[config.mk]
export PLATFORM = sky130hd
export DESIGN_NAME = cache_maint_seq
export DESIGN_NICKNAME = d
export VERILOG_FILES = /design/src/rtl/cms_pkg.sv /design/src/rtl/cms_range_calc.sv /design/src/rtl/cms_datapath.sv /design/src/rtl/cms_control.sv /design/src/rtl/cache_maint_seq.sv
export SDC_FILE = /design/constraint.sdc
export NUM_CORES = 1
export LEC_CHECK = 0
export ABC_AREA = 1
export BUFFER_PORTS_ARGS = -buffer_cell sky130_fd_sc_hd__buf_4
export CORE_MARGIN = 2
export CORE_UTILIZATION = 40
export CTS_CLUSTER_DIAMETER = 50
export DETAILED_ROUTE_END_ITERATION = 10
export GPL_TIMING_DRIVEN = 0
export PLACE_DENSITY = 0.61
export SETUP_SLACK_MARGIN = 0.2
export SYNTH_ARGS = -nofsm -noshare
export SYNTH_HDL_FRONTEND = slang
export SYNTH_HIERARCHICAL = 1
export SYNTH_SLANG_ARGS = --single-unit
[constraint.sdc]
create_clock -name clk -period 3.8 [get_ports clk]
set_input_delay 0.76 -clock clk [delete_from_list [all_inputs] [get_ports clk]]
set_output_delay 0.76 -clock clk [all_outputs]
set_load 0.05 [all_outputs]
[src/rtl/cms_pkg.sv]
package cms_pkg;

  typedef enum logic [1:0] {
    OP_CLEAN = 2'd0,
    OP_INVAL = 2'd1,
    OP_FLUSH = 2'd2,
    OP_RSVD  = 2'd3
  } cmOp_e;

  typedef enum logic [1:0] {
    ST_IDLE  = 2'd0,
    ST_ISSUE = 2'd1,
    ST_FIN   = 2'd2
  } seqState_e;

  typedef struct packed {
    logic load;
    logic step;
  } seqStrobe_t;

endpackage

[src/rtl/cms_range_calc.sv]
module cms_range_calc #(
  parameter int ADDR_W     = 32,
  parameter int LINE_BYTES = 64,
  parameter int NUM_SETS   = 64,
  parameter int NUM_WAYS   = 4,
  localparam int OFF_W     = $clog2(LINE_BYTES),
  localparam int LINE_W    = ADDR_W - OFF_W
) (
  input  logic [ADDR_W-1:0] start,
  input  logic [ADDR_W-1:0] len,
  input  logic              wholeCache,
  input  logic [1:0]        op,
  output logic [LINE_W-1:0] firstLine,
  output logic [LINE_W-1:0] lastLine,
  output logic              badCmd
);
  import cms_pkg::*;

  localparam int TOTAL = NUM_SETS * NUM_WAYS;

  logic [ADDR_W:0] lastByte;
  logic            wraps;

  // Inclusive last byte; the extra bit catches a range that runs off the top.
  always_comb begin
    if (len == '0) begin
      lastByte = {1'b0, start};
    end else begin
      lastByte = {1'b0, start} + {1'b0, len} - {{ADDR_W{1'b0}}, 1'b1};
    end
    wraps = lastByte[ADDR_W];
  end

  always_comb begin
    if (wholeCache) begin
      firstLine = '0;
      lastLine  = LINE_W'(TOTAL - 1);
    end else begin
      firstLine = start[ADDR_W-1:OFF_W];
      lastLine  = lastByte[ADDR_W-1:OFF_W];
    end
    badCmd = (op == OP_RSVD) || (!wholeCache && wraps);
  end

endmodule

[src/rtl/cms_datapath.sv]
module cms_datapath #(
  parameter int ADDR_W     = 32,
  parameter int LINE_BYTES = 64,
  parameter int NUM_SETS   = 64,
  parameter int NUM_WAYS   = 4,
  localparam int OFF_W     = $clog2(LINE_BYTES),
  localparam int LINE_W    = ADDR_W - OFF_W
) (
  input  logic                clk,
  input  logic                rstN,
  input  cms_pkg::seqStrobe_t strobe,
  input  logic [1:0]          cmdOp,
  input  logic                cmdAll,
  input  logic [ADDR_W-1:0]   cmdStart,
  input  logic [ADDR_W-1:0]   cmdLen,
  output logic                cmdBad,
  output logic                lastHit,
  output logic                errFlag,
  output logic [1:0]          reqOp,
  output logic                reqAll,
  output logic [ADDR_W-1:0]   reqAddr
);

  logic [LINE_W-1:0] firstLineIn;
  logic [LINE_W-1:0] lastLineIn;
  logic [LINE_W-1:0] curLine;
  logic [LINE_W-1:0] endLine;
  logic [1:0]        opReg;
  logic              allReg;
  logic              errReg;

  cms_range_calc #(
    .ADDR_W    (ADDR_W),
    .LINE_BYTES(LINE_BYTES),
    .NUM_SETS  (NUM_SETS),
    .NUM_WAYS  (NUM_WAYS)
  ) u_calc (
    .start     (cmdStart),
    .len       (cmdLen),
    .wholeCache(cmdAll),
    .op        (cmdOp),
    .firstLine (firstLineIn),
    .lastLine  (lastLineIn),
    .badCmd    (cmdBad)
  );

  always_ff @(posedge clk) begin
    if (!rstN) begin
      curLine <= '0;
      endLine <= '0;
      opReg   <= '0;
      allReg  <= 1'b0;
      errReg  <= 1'b0;
    end else if (strobe.load) begin
      curLine <= firstLineIn;
      endLine <= lastLineIn;
      opReg   <= cmdOp;
      allReg  <= cmdAll;
      errReg  <= cmdBad;
    end else if (strobe.step) begin
      curLine <= curLine + 1'b1;
    end
  end

  assign lastHit = (curLine == endLine);
  assign errFlag = errReg;
  assign reqOp   = opReg;
  assign reqAll  = allReg;

  // Index sits in the low bits; a line address keeps its offset bits clear.
  assign reqAddr = allReg ? ADDR_W'(curLine) : {curLine, {OFF_W{1'b0}}};

endmodule

[src/rtl/cms_control.sv]
module cms_control (
  input  logic                clk,
  input  logic                rstN,
  input  logic                cmdValid,
  input  logic                cmdBad,
  input  logic                lastHit,
  input  logic                errFlag,
  input  logic                reqReady,
  output logic                cmdReady,
  output logic                reqValid,
  output logic                busy,
  output logic                done,
  output logic                error,
  output cms_pkg::seqStrobe_t strobe
);
  import cms_pkg::*;

  seqState_e state;
  seqState_e stateNext;
  logic      accept;
  logic      handshake;

  assign accept    = cmdValid && (state == ST_IDLE);
  assign handshake = (state == ST_ISSUE) && reqReady;

  always_comb begin
    stateNext = state;
    unique case (state)
      ST_IDLE:  if (accept) stateNext = cmdBad ? ST_FIN : ST_ISSUE;
      ST_ISSUE: if (handshake && lastHit) stateNext = ST_FIN;
      ST_FIN:   stateNext = ST_IDLE;
      default:  stateNext = ST_IDLE;
    endcase
  end

  always_ff @(posedge clk) begin
    if (!rstN) state <= ST_IDLE;
    else       state <= stateNext;
  end

  always_comb begin
    strobe.load = accept;
    strobe.step = handshake && !lastHit;
  end

  assign cmdReady = (state == ST_IDLE);
  assign reqValid = (state == ST_ISSUE);
  assign busy     = (state == ST_ISSUE);
  assign done     = (state == ST_FIN);
  assign error    = (state == ST_FIN) && errFlag;

endmodule

[src/rtl/cache_maint_seq.sv]
module cache_maint_seq #(
  parameter int ADDR_W     = 32,
  parameter int LINE_BYTES = 64,
  parameter int NUM_SETS   = 64,
  parameter int NUM_WAYS   = 4
) (
  input  logic              clk,
  input  logic              rstN,
  input  logic              cmdValid,
  output logic              cmdReady,
  input  logic [1:0]        cmdOp,
  input  logic              cmdAll,
  input  logic [ADDR_W-1:0] cmdStart,
  input  logic [ADDR_W-1:0] cmdLen,
  output logic              reqValid,
  input  logic              reqReady,
  output logic [1:0]        reqOp,
  output logic              reqAll,
  output logic [ADDR_W-1:0] reqAddr,
  output logic              busy,
  output logic              done,
  output logic              error
);
  import cms_pkg::*;

  seqStrobe_t strobe;
  logic       cmdBad;
  logic       lastHit;
  logic       errFlag;

  cms_control u_ctrl (
    .clk     (clk),
    .rstN    (rstN),
    .cmdValid(cmdValid),
    .cmdBad  (cmdBad),
    .lastHit (lastHit),
    .errFlag (errFlag),
    .reqReady(reqReady),
    .cmdReady(cmdReady),
    .reqValid(reqValid),
    .busy    (busy),
    .done    (done),
    .error   (error),
    .strobe  (strobe)
  );

  cms_datapath #(
    .ADDR_W    (ADDR_W),
    .LINE_BYTES(LINE_BYTES),
    .NUM_SETS  (NUM_SETS),
    .NUM_WAYS  (NUM_WAYS)
  ) u_dp (
    .clk     (clk),
    .rstN    (rstN),
    .strobe  (strobe),
    .cmdOp   (cmdOp),
    .cmdAll  (cmdAll),
    .cmdStart(cmdStart),
    .cmdLen  (cmdLen),
    .cmdBad  (cmdBad),
    .lastHit (lastHit),
    .errFlag (errFlag),
    .reqOp   (reqOp),
    .reqAll  (reqAll),
    .reqAddr (reqAddr)
  );

endmodule

# Yosys cells after proc, flatten, opt, wreduce, memory -nomap -nowiden
# Cells that the tools add are included.
# classes
addsub,3
n_eq_ne,6
n_mux,10
n_reduce_logical,13
# op_table
operator,n
$mux 26,4
$add 32x32->33,1
$mux 33,1
$sub 33x1->33 const B,1
$logic_not 32->1,1
$mux 32,1
$add 26x1->26 const B,1
$eq 26x26->1,1
$logic_and 1x1->1,6
$mux 2,3
$eq 2x2->1 const B,2
$ne 2x1->1 const B,2
$pmux 2 s2,1
$eq 2x1->1 const B,1
$logic_not 1->1,2
$logic_not 2->1,1
$reduce_and 2->1,1
$reduce_bool 2->1,1
$logic_or 1x1->1,1
# word_totals
ff_bits,58
inputBits,71
wordCells,38

# Depth between registers and ports, before layout
# Gate-level depths: netlist of the first run.
# logic_depth
word_depth,8
ltp_mapped,21

# Modules after synthesis
# The synthesis of the first run kept the hierarchy.
# by_module_without_submodules
mod,instances,cells_per_inst,area_each_um2,seq_area_each_um2
cms_range_calc,1,754,3673.5,0.0
cms_datapath,1,541,3423.3,1121.1
cms_control,1,26,155.1,40.0

# Worst setup path before layout of the first run
# Ideal clock, no wire load.
# synth_path
kind,register to output
from,"register u_dp.allReg, in the netlist u_dp/reqAll"
to,output reqAddr[18]
arrival_ns,1.986
required_time_ns,3.040
path_slack_ns,1.054
path_stages_with_launch,4
path_cell_list,dfxtp_1 clkbuf_1 clkbuf_1 o21ai_0
# synth_between
elab_chain_cells,1
# synth_lines
element,line,source
"start, declared",cms_datapath.sv:29,logic allReg;
"start signal, assigned",cms_datapath.sv:58,allReg <= cmdAll;
$mux 32,cms_datapath.sv:71,"assign reqAddr = allReg ? ADDR_W'(curLine) : {curLine, {OFF_W{1'b0}}};"
"end, declared",cache_maint_seq.sv:19,"output logic [ADDR_W-1:0] reqAddr,"
# Every way passes these cells.

# Worst setup path in the final report of the first run
# layout_path
from,input cmdStart[25]
to,register u_ctrl.state[1]
# layout_between
elab_chain_cells,8
# layout_lines
element,line,source
"start, declared",cache_maint_seq.sv:13,"input logic [ADDR_W-1:0] cmdStart,"
$add 32x32->33,cms_range_calc.sv:29,"lastByte = {1'b0, start} + {1'b0, len} - {{ADDR_W{1'b0}}, 1'b1};"
$sub 33x1->33,cms_range_calc.sv:29,
$mux 33,cms_range_calc.sv:26,if (len == '0) begin
$logic_and 1x1->1,cms_range_calc.sv:42,badCmd = (op == OP_RSVD) || (!wholeCache && wraps);
$logic_or 1x1->1,cms_range_calc.sv:42,
net cmdBad,cache_maint_seq.sv:27,logic cmdBad;
$mux 2 (2 in series),cms_control.sv:29,ST_IDLE: if (accept) stateNext = cmdBad ? ST_FIN : ST_ISSUE;
$pmux 2 s2,cms_control.sv:28,unique case (state)
"end signal, assigned",cms_control.sv:38,else state <= stateNext;
"end, declared",cms_control.sv:18,seqState_e state;
# The timed path passes the listed nets, and every way through them passes these cells. The select of a mux whose other input is x is not followed.
# A chain may end at the register's enable or synchronous reset.

==> flow_summary.json, run 1 <==
{
  "diodes": 0,
  "synth_edf_count": 0,
  "swShare_pct": 41.30,
  "yosysUniqueCellTypes": 37,
  "slew_viol_final": 0,
  "overflow": 0,
  "cts_max_path_buffers": 2,
  "port_buffers": 110,
  "synth_seq_cells": 58,
  "crit_chain": "buf_4, inv_1, ha_1, inv_1, ha_1, a21oi_1, nor2_1, o21ai_0, nand2_1, a21oi_1, nand2_1, nand2_1, nand3_1, nand2_1, inv_2, nand2_1, nand3_1, nor2_1",
  "relSlewSlack_pct": 58.92,
  "cpPeakStageDelay_ps": 370,
  "antenna_left": 0,
  "hold_ws_ps": 479.5,
  "syn2layout_area_growth_pct": 19.76,
  "avgSynthCellArea_um2": 5.490,
  "vias": 8154,
  "holdCritPathClass": "register to register",
  "syn-num-nets": 1454,
  "p_per_area_nw_per_um2": 336.7,
  "cts_setup_buffers": 0,
  "clkSinkCount": 58,
  "synth_cells": 1321,
  "grt_pass1_wl_um": 38740,
  "path_buf_inv": 4,
  "path_class": "primary input to register",
  "crit_top_cell": "nand2_1",
  "wl_um": 24160,
  "tritoncts": "built",
  "crit_required_ps": 4060,
  "drt-initial-drc-count": 544,
  "period_share_pct": 74.08,
  "hold_viol": 0,
  "fp.dieH_um": 138.6,
  "rsz0062_at_grt": "no",
  "worst_path_max_delay_cell": "ha_1",
  "holdBufCountCts": 0,
  "switchingPower_mw": 1.208,
  "tightest_slew_ps": 616.1,
  "maxCapViolCount": 0,
  "dp_slack_ps": 670.5,
  "ys_seq_area_share_pct": 16.01,
  "synthTopCellsByArea": "nand2_1 (17%), dfxtp_1 (16%), inv_1 (14%), ha_1 (11%), nor2_1 (8.7%)",
  "antenna_found_initial": 0,
  "place_congestion": 0.9757,
  "async_flop_share_pct": 0,
  "path_delay_family": "simple AND/OR/NAND/NOR gates",
  "grt_start_max_net_pins": 11,
  "fin_setup_tns_ps": 0,
  "leakage_nw": 4.814,
  "post_drt_wl_per_cell_um": 14.41,
  "cts_resized": 0,
  "ys_warn_count": 6,
  "p_int_mw": 1.716,
  "clkPwrFrac_pct": 29.5,
  "nNetsFinal": 1575,
  "core_um2": 17900,
  "clock_latency_ps": 320,
  "synth_top_area_cell": "nand2_1",
  "grt.total_usage_pct": 24.97,
  "grt_pass1_vias": 7741,
  "timing.rr.start": "u_dp/curLine[17]",
  "hpwl_um": 20640,
  "cp-start-kind": "primary input",
  "post_drt_via_cell_ratio": 4.865,
  "setup_viol": 0,
  "n_fill_cell": 2020,
  "num_io_pins": 111,
  "dieWidth_um": 138.6,
  "drive_above_1_share_pct": 14.37,
  "design.die.area_um2": 19220,
  "min_from": "u_dp/endLine[25]",
  "cp-end-kind": "register",
  "htreeDepth": 3,
  "outcome": "finished clean",
  "remaining_drc_errors": 0,
  "p_seq_share_pct": 24.9,
  "clock-root-buffer": "clkbuf_16",
  "initial_utilization_pct": 40.51,
  "ir_drop_mv": 0.2015,
  "combPwrFrac_pct": 45.6,
  "clk_pin_slew_ps": 50,
  "numCtsBuffers": 9,
  "critPathLaunch": "cmdStart[25]",
  "worstPathMaxFanout": 5,
  "syn-cell-area_um2": 7252,
  "floorplan.rows": 49,
  "worst_slack_ps": 984.9,
  "drt_pass1_iterations": 7,
  "arrival_ps": 3080,
  "achievable-frequency_mhz": 355.2,
  "period_needed_ps": 2815,
  "fin_skew_ps": 5.352,
  "synthFlopType": "dfxtp_1",
  "yosysTopAreaCellShare_pct": 17.03
}
## cells by family (layout without fill, tap and decap cells)
logic type | Yosys count | count (layout) | synth area share, %
xor+xnor | 17 | 17 | 2.053
simple gates | 651 | 651 | 38.29
flops | 58 | 58 | 16.01
compound gates | 197 | 197 | 14.91
buf+inv | 336 | 462 | 18.05
fa+ha+maj | 62 | 62 | 10.70
## cells in the final DEF, fill, tap and decap left out, types with 15 or more instances in the layout
| master | count |
|---|---|
| nand2_1 | 329 |
| nand3_1 | 83 |
| ha_1 | 62 |
| nor2_1 | 168 |
| a21oi_1 | 76 |
| o21ai_0 | 73 |
| buf_4 | 119 |
| inv_1 | 278 |
| clkbuf_1 | 23 |
| nand2_2 | 16 |
| dfxtp_1 | 58 |
| a22oi_1 | 15 |
## metal layers
layer / vias up / share of wire, % / global-route usage (%)
li1: 4319 / - / -
met1: 3556 / 44 / 31.65
met2: 238 / 49 / 45.10
met3: 41 / 4.1 / 2.003
met4: 0 / 3.0 / 7.762
met5: - / 0 / 0
## path summary, 6_finish.rpt
| path | end | slack (ps) | cells after the start |
|---|---|---|---|
| setup reg to reg | u_dp/curLine[24] | 1090 | 13 |
| hold / removal | u_dp/endLine[25] | 480 | 2 |
| setup / recovery | u_ctrl/state[1] | 980 | 18 |
| hold reg to reg | u_dp/endLine[25] | 480 | 2 |
## synth_stat cells, types with 8 or more instances
library cell    n
clkbuf_1       22
a21oi_1        76
a22oi_1        15
nand4_1         9
nor2_4          8
ha_1           62
dfxtp_1        58
nand2_2        16
inv_1         278
buf_2          11
xor2_1          8
nor2_1        168
buf_4           9
xnor2_1         9
inv_2          14
nor2_2         13
nand2_1       329
nor3_1         11
o21ai_0        73
nand3_1        83
## area by class of cell
class                           count  area [µm²]  area share (%)
Clock inverter                      5       77.57          0.8932
Tap cell                          229       286.5           3.299
Timing Repair Buffer              110       825.8           9.509
Clock buffer                       11       242.7           2.795
Inverter                          292        1096           12.62
Buffer                             44       212.7           2.449
Sequential cell                    58        1161           13.37
Multi-Input combinational cell    927        4782           55.06
## sequential cells by signal, summed over array words and instances (netlist names)
signal        count
u_dp/errFlag      1
u_ctrl/state      2
u_dp/reqOp        2
u_dp/reqAll       1
u_dp/curLine     26
u_dp/endLine     26
## tightest hold or removal path, stage by stage (launching register included)
cell,delay (ps)
dfxtp_1,300
inv_1,70
a21oi_1,60
## metrics by stage
step / std cells / total power, mW / util [%] / area [µm²]
floorplan: 1321 / 1.665 / - / 7252
global placement: 1660 / 2.056 / 46.72 / 8364
detailed placement: 1660 / 2.062 / 46.72 / 8364
CTS: 1676 / 2.931 / 48.51 / 8685
global route: 1676 / 3.139 / 48.51 / 8685
finish: 1676 / 2.924 / 48.51 / 8685
## power by group through the flow
stage | Sequential, mW | Clock (mW) | Combinational (mW)
2_1_floorplan | 0.736 | 0 | 0.929
3_3_place_gp | 0.738 | 0 | 1.32
3_5_place_dp | 0.740 | 0 | 1.32
4_1_cts | 0.727 | 0.875 | 1.33
5_1_grt | 0.737 | 0.899 | 1.50
6_report | 0.729 | 0.862 | 1.33
Power figures use the tool's default switching activity.
==> inputs of run 2 (changes only) <==
--- a/config.mk
+++ b/config.mk
@@ -5,14 +5,14 @@
 export SDC_FILE = /design/constraint.sdc
 export NUM_CORES = 1
 export LEC_CHECK = 0
-export ABC_AREA = 1
+export ABC_AREA = 0
 export BUFFER_PORTS_ARGS = -buffer_cell sky130_fd_sc_hd__buf_4
 export CORE_MARGIN = 2
 export CORE_UTILIZATION = 40
 export CTS_CLUSTER_DIAMETER = 50
 export DETAILED_ROUTE_END_ITERATION = 10
 export GPL_TIMING_DRIVEN = 0
-export PLACE_DENSITY = 0.61
+export PLACE_DENSITY = 0.64
 export SETUP_SLACK_MARGIN = 0.2
 export SYNTH_ARGS = -nofsm -noshare
 export SYNTH_HDL_FRONTEND = slang
==> constraint.sdc (replaced) <==
create_clock -name clk -period 2.4 [get_ports clk]
set_input_delay 0.48 -clock clk [delete_from_list [all_inputs] [get_ports clk]]
set_output_delay 0.48 -clock clk [all_outputs]
set_load 0.05 [all_outputs]
==> flow_summary.json, run 2 <==
{
  "drt-initial-drc-count": 545,
  "fin_area_um2": 8911,
  "remaining_drc_errors": 0,
  "yosysMostFrequentCell": "inv_1",
  "num_io_pins": 111,
  "critPathLaunch": "cmdLen[3]",
  "cp-start-kind": "primary input",
  "post-place-cells": 1091,
  "top_regs": "u_dp/curLine: 26 flops, u_dp/endLine: 26 flops",
  "initial_utilization_pct": 41.04,
  "layout_commonest_cell": "buf_4",
  "cpPeakStageDelay_ps": 340,
  "clock-root-buffer": "clkbuf_16",
  "ir_drop_mv": 0.4056,
  "post_drt_via_cell_ratio": 5.342,
  "dp_slack_ps": -1374,
  "path_buf_inv": 4,
  "syn2layout_area_growth_pct": 48.84,
  "htreeDepth": 3,
  "synth_top_area_cell": "dfxtp_1",
  "yosysUniqueCellTypes": 72,
  "synth_edf_count": 0,
  "clkPwrFrac_pct": 24.5,
  "final_core_util_pct": 61.08,
  "avgSynthCellArea_um2": 7.512,
  "yosysTopAreaCellShare_pct": 19.39,
  "outcome": "complete, but fails checks",
  "crit_required_ps": 2640,
  "switchingPower_mw": 1.909,
  "relSlewSlack_pct": 34.99,
  "fin_skew_ps": 7.461,
  "post_drt_wl_per_cell_um": 16.92,
  "timing.rr.start": "u_dp/curLine[24]",
  "instances_no_fill": 1162,
  "drt_pass1_iterations": 6,
  "worst_slack_ps": -826.6,
  "synth_commonest_cells": "inv_1 (140), nor2_1 (104), ha_1 (62)",
  "layout_common_cells": "buf_4 (141), inv_1 (105), nor2_1 (102)",
  "design.die.area_um2": 15960,
  "worstPathMaxFanout": 3,
  "power_mw": 4.888,
  "synthFlopType": "dfxtp_1",
  "holdBufCountCts": 0,
  "violations": "setup timing",
  "tightest_slew_ps": 967.1,
  "path_delay_family": "compound AO/OA/AOI/OAI gates",
  "period_needed_ps": 3227,
  "antenna_left": 0,
  "hold_viol": 0,
  "synth_cells": 797,
  "grt_start_max_net_pins": 11,
  "ys_warn_count": 6,
  "min_from": "rstN",
  "overflow": 0,
  "dieWidth_um": 126.3,
  "rsz0062_at_grt": "yes",
  "worst_path_max_delay_cell": "nor4_4",
  "maxCapViolCount": 0,
  "synth_seq_cells": 58,
  "slew_viol_final": 0,
  "port_buffers": 110,
  "clkSinkCount": 58,
  "fin_setup_tns_ps": -16180,
  "place_area_um2": 7420,
  "diodes": 0,
  "wl_um": 19660,
  "p_per_area_nw_per_um2": 548.6,
  "clk_pin_slew_ps": 50,
  "grt_pass1_vias": 5816,
  "arrival_ps": 3470,
  "leakage_nw": 4.169,
  "core_um2": 14590,
  "swShare_pct": 39.05,
  "tritoncts": "built",
  "numCtsBuffers": 9,
  "nNetsFinal": 1106,
  "crit_chain": "buf_8, inv_4, ha_4, inv_4, ha_4, nand2_4, nor4_4, o311ai_2, o211ai_4, a31oi_4, o211ai_1, a31oi_1, xnor2_1, a22o_1, buf_6, a21oi_4, nor4b_2",
  "period_share_pct": 134.4,
  "grt.total_usage_pct": 23.73,
  "floorplan.rows": 44,
  "grt_pass1_wl_um": 30350,
  "syn-num-nets": 930,
  "clock_latency_ps": 330,
  "antenna_found_initial": 0,
  "vias": 6207,
  "cts_max_path_buffers": 2,
  "holdCritPathClass": "primary input to register",
  "path_class": "primary input to register",
  "n_fill_cell": 1294,
  "syn-cell-area_um2": 5987,
  "drive_above_1_share_pct": 39.47,
  "combPwrFrac_pct": 50.7,
  "hold_ws_ps": 393.3,
  "place_congestion": 0.8681,
  "async_flop_share_pct": 0,
  "setup_viol": 51,
  "achievable-frequency_mhz": 309.9,
  "synthTopCellsByArea": "dfxtp_1 (19%), ha_1 (13%), inv_1 (8.8%), nor2_1 (6.5%), mux2i_1 (5.7%)",
  "ys_seq_area_share_pct": 19.39,
  "p_seq_share_pct": 24.8,
  "hpwl_um": 14550,
  "cp-end-kind": "register",
  "p_int_mw": 2.979,
  "fp.dieH_um": 126.3
}
-- run 2: worst paths after layout --
path,cells after the start,slack (ps),end
max,17,-830,u_ctrl/state[1]
min,2,390,u_ctrl/state[0]
max reg2reg,11,-260,u_dp/curLine[18]
min reg2reg,2,500,u_dp/reqOp[1]
-- run 2: final cells by class --
cell class	count	area, µm²	area share [%]
clock buffers	14	274.0	3.075
clock inverters	2	10.01	0.1123
flip-flops and latches	58	1206	13.54
plain buffers	41	255.2	2.864
repair buffers	165	1374	15.42
multi-input cells	558	4981	55.90
inverters	140	580.6	6.515
well taps	184	230.2	2.584
-- run 2: routing by layer --
metal  up-vias  share of wire (%)  track usage, %
met2       232                 47           39.13
li1       3073                  -               -
met5         -                  0               0
met1      2865                 44           32.32
met3        37                6.7           3.037
met4         0                1.7           7.434
-- run 2: repair_timing --
item,in CTS,in global routing
resized for setup,123,69
setup endpoints to repair,72,55
cloned,1,0
pin swaps,75,55
setup buffers,36,19
-- run 2: power by group through the flow --
stage | combinational [mW] | sequential, mW | clock, mW
detailed placement | 2.06 | 1.21 | 0
global placement | 2.04 | 1.21 | 0
CTS | 2.30 | 1.21 | 1.22
finish | 2.48 | 1.21 | 1.20
global route | 2.67 | 1.22 | 1.26
floorplan | 1.54 | 1.18 | 0
-- run 2: kinds of logic (layout without fill, tap and decap cells) --
group / Yosys count / count (layout) / share of synthesized area, %
DFF: 58 / 58 / 19.39
and+or+nand+nor: 249 / 250 / 21.63
AOI/OAI and AO/OA: 141 / 141 / 17.60
muxes: 49 / 49 / 8.506
buffers and inverters: 182 / 362 / 11.72
xor gates and xnor gates: 56 / 56 / 8.192
adders and majority gates: 62 / 62 / 12.96
==> inputs of run 3 (changes only) <==
--- a/config.mk
+++ b/config.mk
@@ -7,7 +7,6 @@
 export LEC_CHECK = 0
 export ABC_AREA = 0
 export BUFFER_PORTS_ARGS = -buffer_cell sky130_fd_sc_hd__buf_4
-export CORE_MARGIN = 2
 export CORE_UTILIZATION = 40
 export CTS_CLUSTER_DIAMETER = 50
 export DETAILED_ROUTE_END_ITERATION = 10
==> constraint.sdc (replaced) <==
create_clock -name clk -period 2.4 [get_ports clk]
set_input_delay 0.24 -clock clk [delete_from_list [all_inputs] [get_ports clk]]
set_output_delay 0.24 -clock clk [all_outputs]
set_load 0.05 [all_outputs]
==> flow_summary.json, run 3 (same netlist as run 2, synthesis figures left out) <==
{
  "outcome": "complete, but fails checks",
  "violations": "setup timing",
  "htreeDepth": 3,
  "overflow": 0,
  "antenna_found_initial": 0,
  "crit_top_cell": "ha_4",
  "core_um2": 14590,
  "fp.dieH_um": 124.3,
  "clock_latency_ps": 330,
  "grt_busiest_layer": "met2",
  "clkSinkCount": 58,
  "layout_common_cells": "buf_4 (132), nor2_1 (100), inv_1 (99)",
  "power_mw": 5.378,
  "grt_pass1_wl_um": 30940,
  "relSlewSlack_pct": 36.06,
  "post_drt_wl_per_cell_um": 17.25,
  "period_share_pct": 124.7,
  "fin_setup_tns_ps": -11900,
  "post_drt_via_cell_ratio": 5.343,
  "initial_utilization_pct": 41.04,
  "diodes": 0,
  "worst_slack_ps": -593.3,
  "dieWidth_um": 124.3,
  "antenna_left": 0,
  "grt_use_met3_pct": 3.007,
  "rsz0062_at_grt": "yes",
  "nNetsFinal": 1109,
  "clk_pin_slew_ps": 50,
  "fin_skew_ps": 7.046,
  "floorplan.rows": 44,
  "clock-root-buffer": "clkbuf_16",
  "cp-start-kind": "primary input",
  "n_fill_cell": 1268,
  "grt_start_max_net_pins": 11,
  "drt_pass1_iterations": 5,
  "cts_max_path_buffers": 2,
  "met1_usage_pct": 32.11,
  "worstPathMaxFanout": 6,
  "wl_um": 20090,
  "leakage_nw": 4.185,
  "place_congestion": 0.8575,
  "ir_drop_mv": 0.3522,
  "numCtsBuffers": 9,
  "achievable-frequency_mhz": 334.1,
  "post-place-cells": 1091,
  "slew_viol_final": 0,
  "cpPeakStageDelay_ps": 320,
  "crit_chain": "buf_6, inv_4, ha_4, inv_2, ha_4, nand3_4, a211oi_4, buf_4, a41oi_2, o211ai_2, a31oi_4, o211ai_1, a31oi_1, xnor2_1, a22o_2, and2b_1, o21a_1",
  "top_regs": "u_dp/curLine: 26 flops, u_dp/endLine: 26 flops",
  "port_buffers": 110,
  "crit_required_ps": 2620,
  "instances_no_fill": 1165,
  "grt_pass1_vias": 6030,
  "remaining_drc_errors": 0,
  "met2_usage_pct": 42.57,
  "tritoncts": "built",
  "arrival_ps": 3220,
  "drt-initial-drc-count": 377,
  "cp-end-kind": "register",
  "p_per_area_nw_per_um2": 589.3,
  "period_needed_ps": 2993,
  "path_class": "primary input to register",
  "holdBufCountCts": 0,
  "hold_viol": 0,
  "layout_commonest_cell": "buf_4",
  "holdCritPathClass": "primary input to register",
  "design.die.area_um2": 15460,
  "num_io_pins": 111,
  "grt.total_usage_pct": 24.89,
  "worst_path_max_delay_cell": "ha_4",
  "vias": 6225,
  "setup_viol": 50,
  "syn2layout_area_growth_pct": 52.41,
  "dp_slack_ps": -1123,
  "tightest_slew_ps": 951.2,
  "drive_above_1_share_pct": 40.47,
  "hpwl_um": 14710,
  "maxCapViolCount": 0
}
## run 3: cell count changes in the layout (fill, tap and decap cells not counted), moves of 4 or more
cell and change:
ha_4 +4, inv_4 -5, inv_1 -6, buf_6 +12
o21ai_1 +6, o21ai_2 -4, bufinv_16 +4, inv_2 +7
buf_4 -9, ha_1 -4
## run 3: final timing paths
kind                            slack (ps)                to       startpoint  depth (start not counted)
worst min-delay path                   170   u_ctrl/state[0]             rstN                          2
worst min register to register         510     u_dp/reqOp[0]    u_dp/reqOp[0]                          2
worst max register to register        -290  u_dp/curLine[18]  u_dp/curLine[0]                         12
worst max-delay path                  -590   u_ctrl/state[0]     cmdStart[14]                         17
## run 3: worst max-delay path, delay by kind of cell
kind | cells | cell delay, ps
AO/OA/AOI/OAI | 8 | 1490
XOR/XNOR | 1 | 290
adder cells (fa/ha/maj) | 2 | 570
buffers and inverters | 4 | 300
AND/OR/NAND/NOR | 2 | 310
## run 3: cell type report
type	count	area (µm²)	share of cell area [%]
multi-input cells	557	5049	55.33
repair buffers	169	1445	15.84
flip-flops and latches	58	1196	13.11
inverters	140	590.6	6.472
plain buffers	41	246.5	2.701
clock buffers	11	242.7	2.660
well taps	184	230.2	2.523
clock inverters	5	125.1	1.371
## run 3: what timing repair did
item,4_1_cts,5_1_grt
buffers inserted,40,19
setup endpoints to repair,57,66
pin swaps,64,67
gates resized for setup,112,92
## run 3: metal layers
layer | vias to the layer above | routed length (µm) | share of wire, %
met5 | - | 0 | 0
met4 | 0 | 512 | 2.5
met3 | 36 | 1101 | 5.5
met2 | 199 | 9581 | 48
met1 | 2914 | 8895 | 44
li1 | 3076 | - | -
## run 3: power by group
group	internal (mW)	switching, mW	leakage [nW]	total, mW
Clock	1.15	0.451	0.180	1.60
Combinational	1.18	1.39	3.52	2.57
Sequential	1.08	0.139	0.484	1.22
Total	3.40	1.98	4.19	5.38
## run 3: through the flow
step | instance area, µm² | hold WS (ps) | utilization [%]
finish | 9125 | 171.0 | 62.55
global placement | 7458 | 466.1 | 51.12
detailed placement | 7458 | 476.7 | 51.12
floorplan | 6402 | 357.5 | -
CTS | 8591 | 132.7 | 58.89
global route | 9125 | 161.4 | 62.55
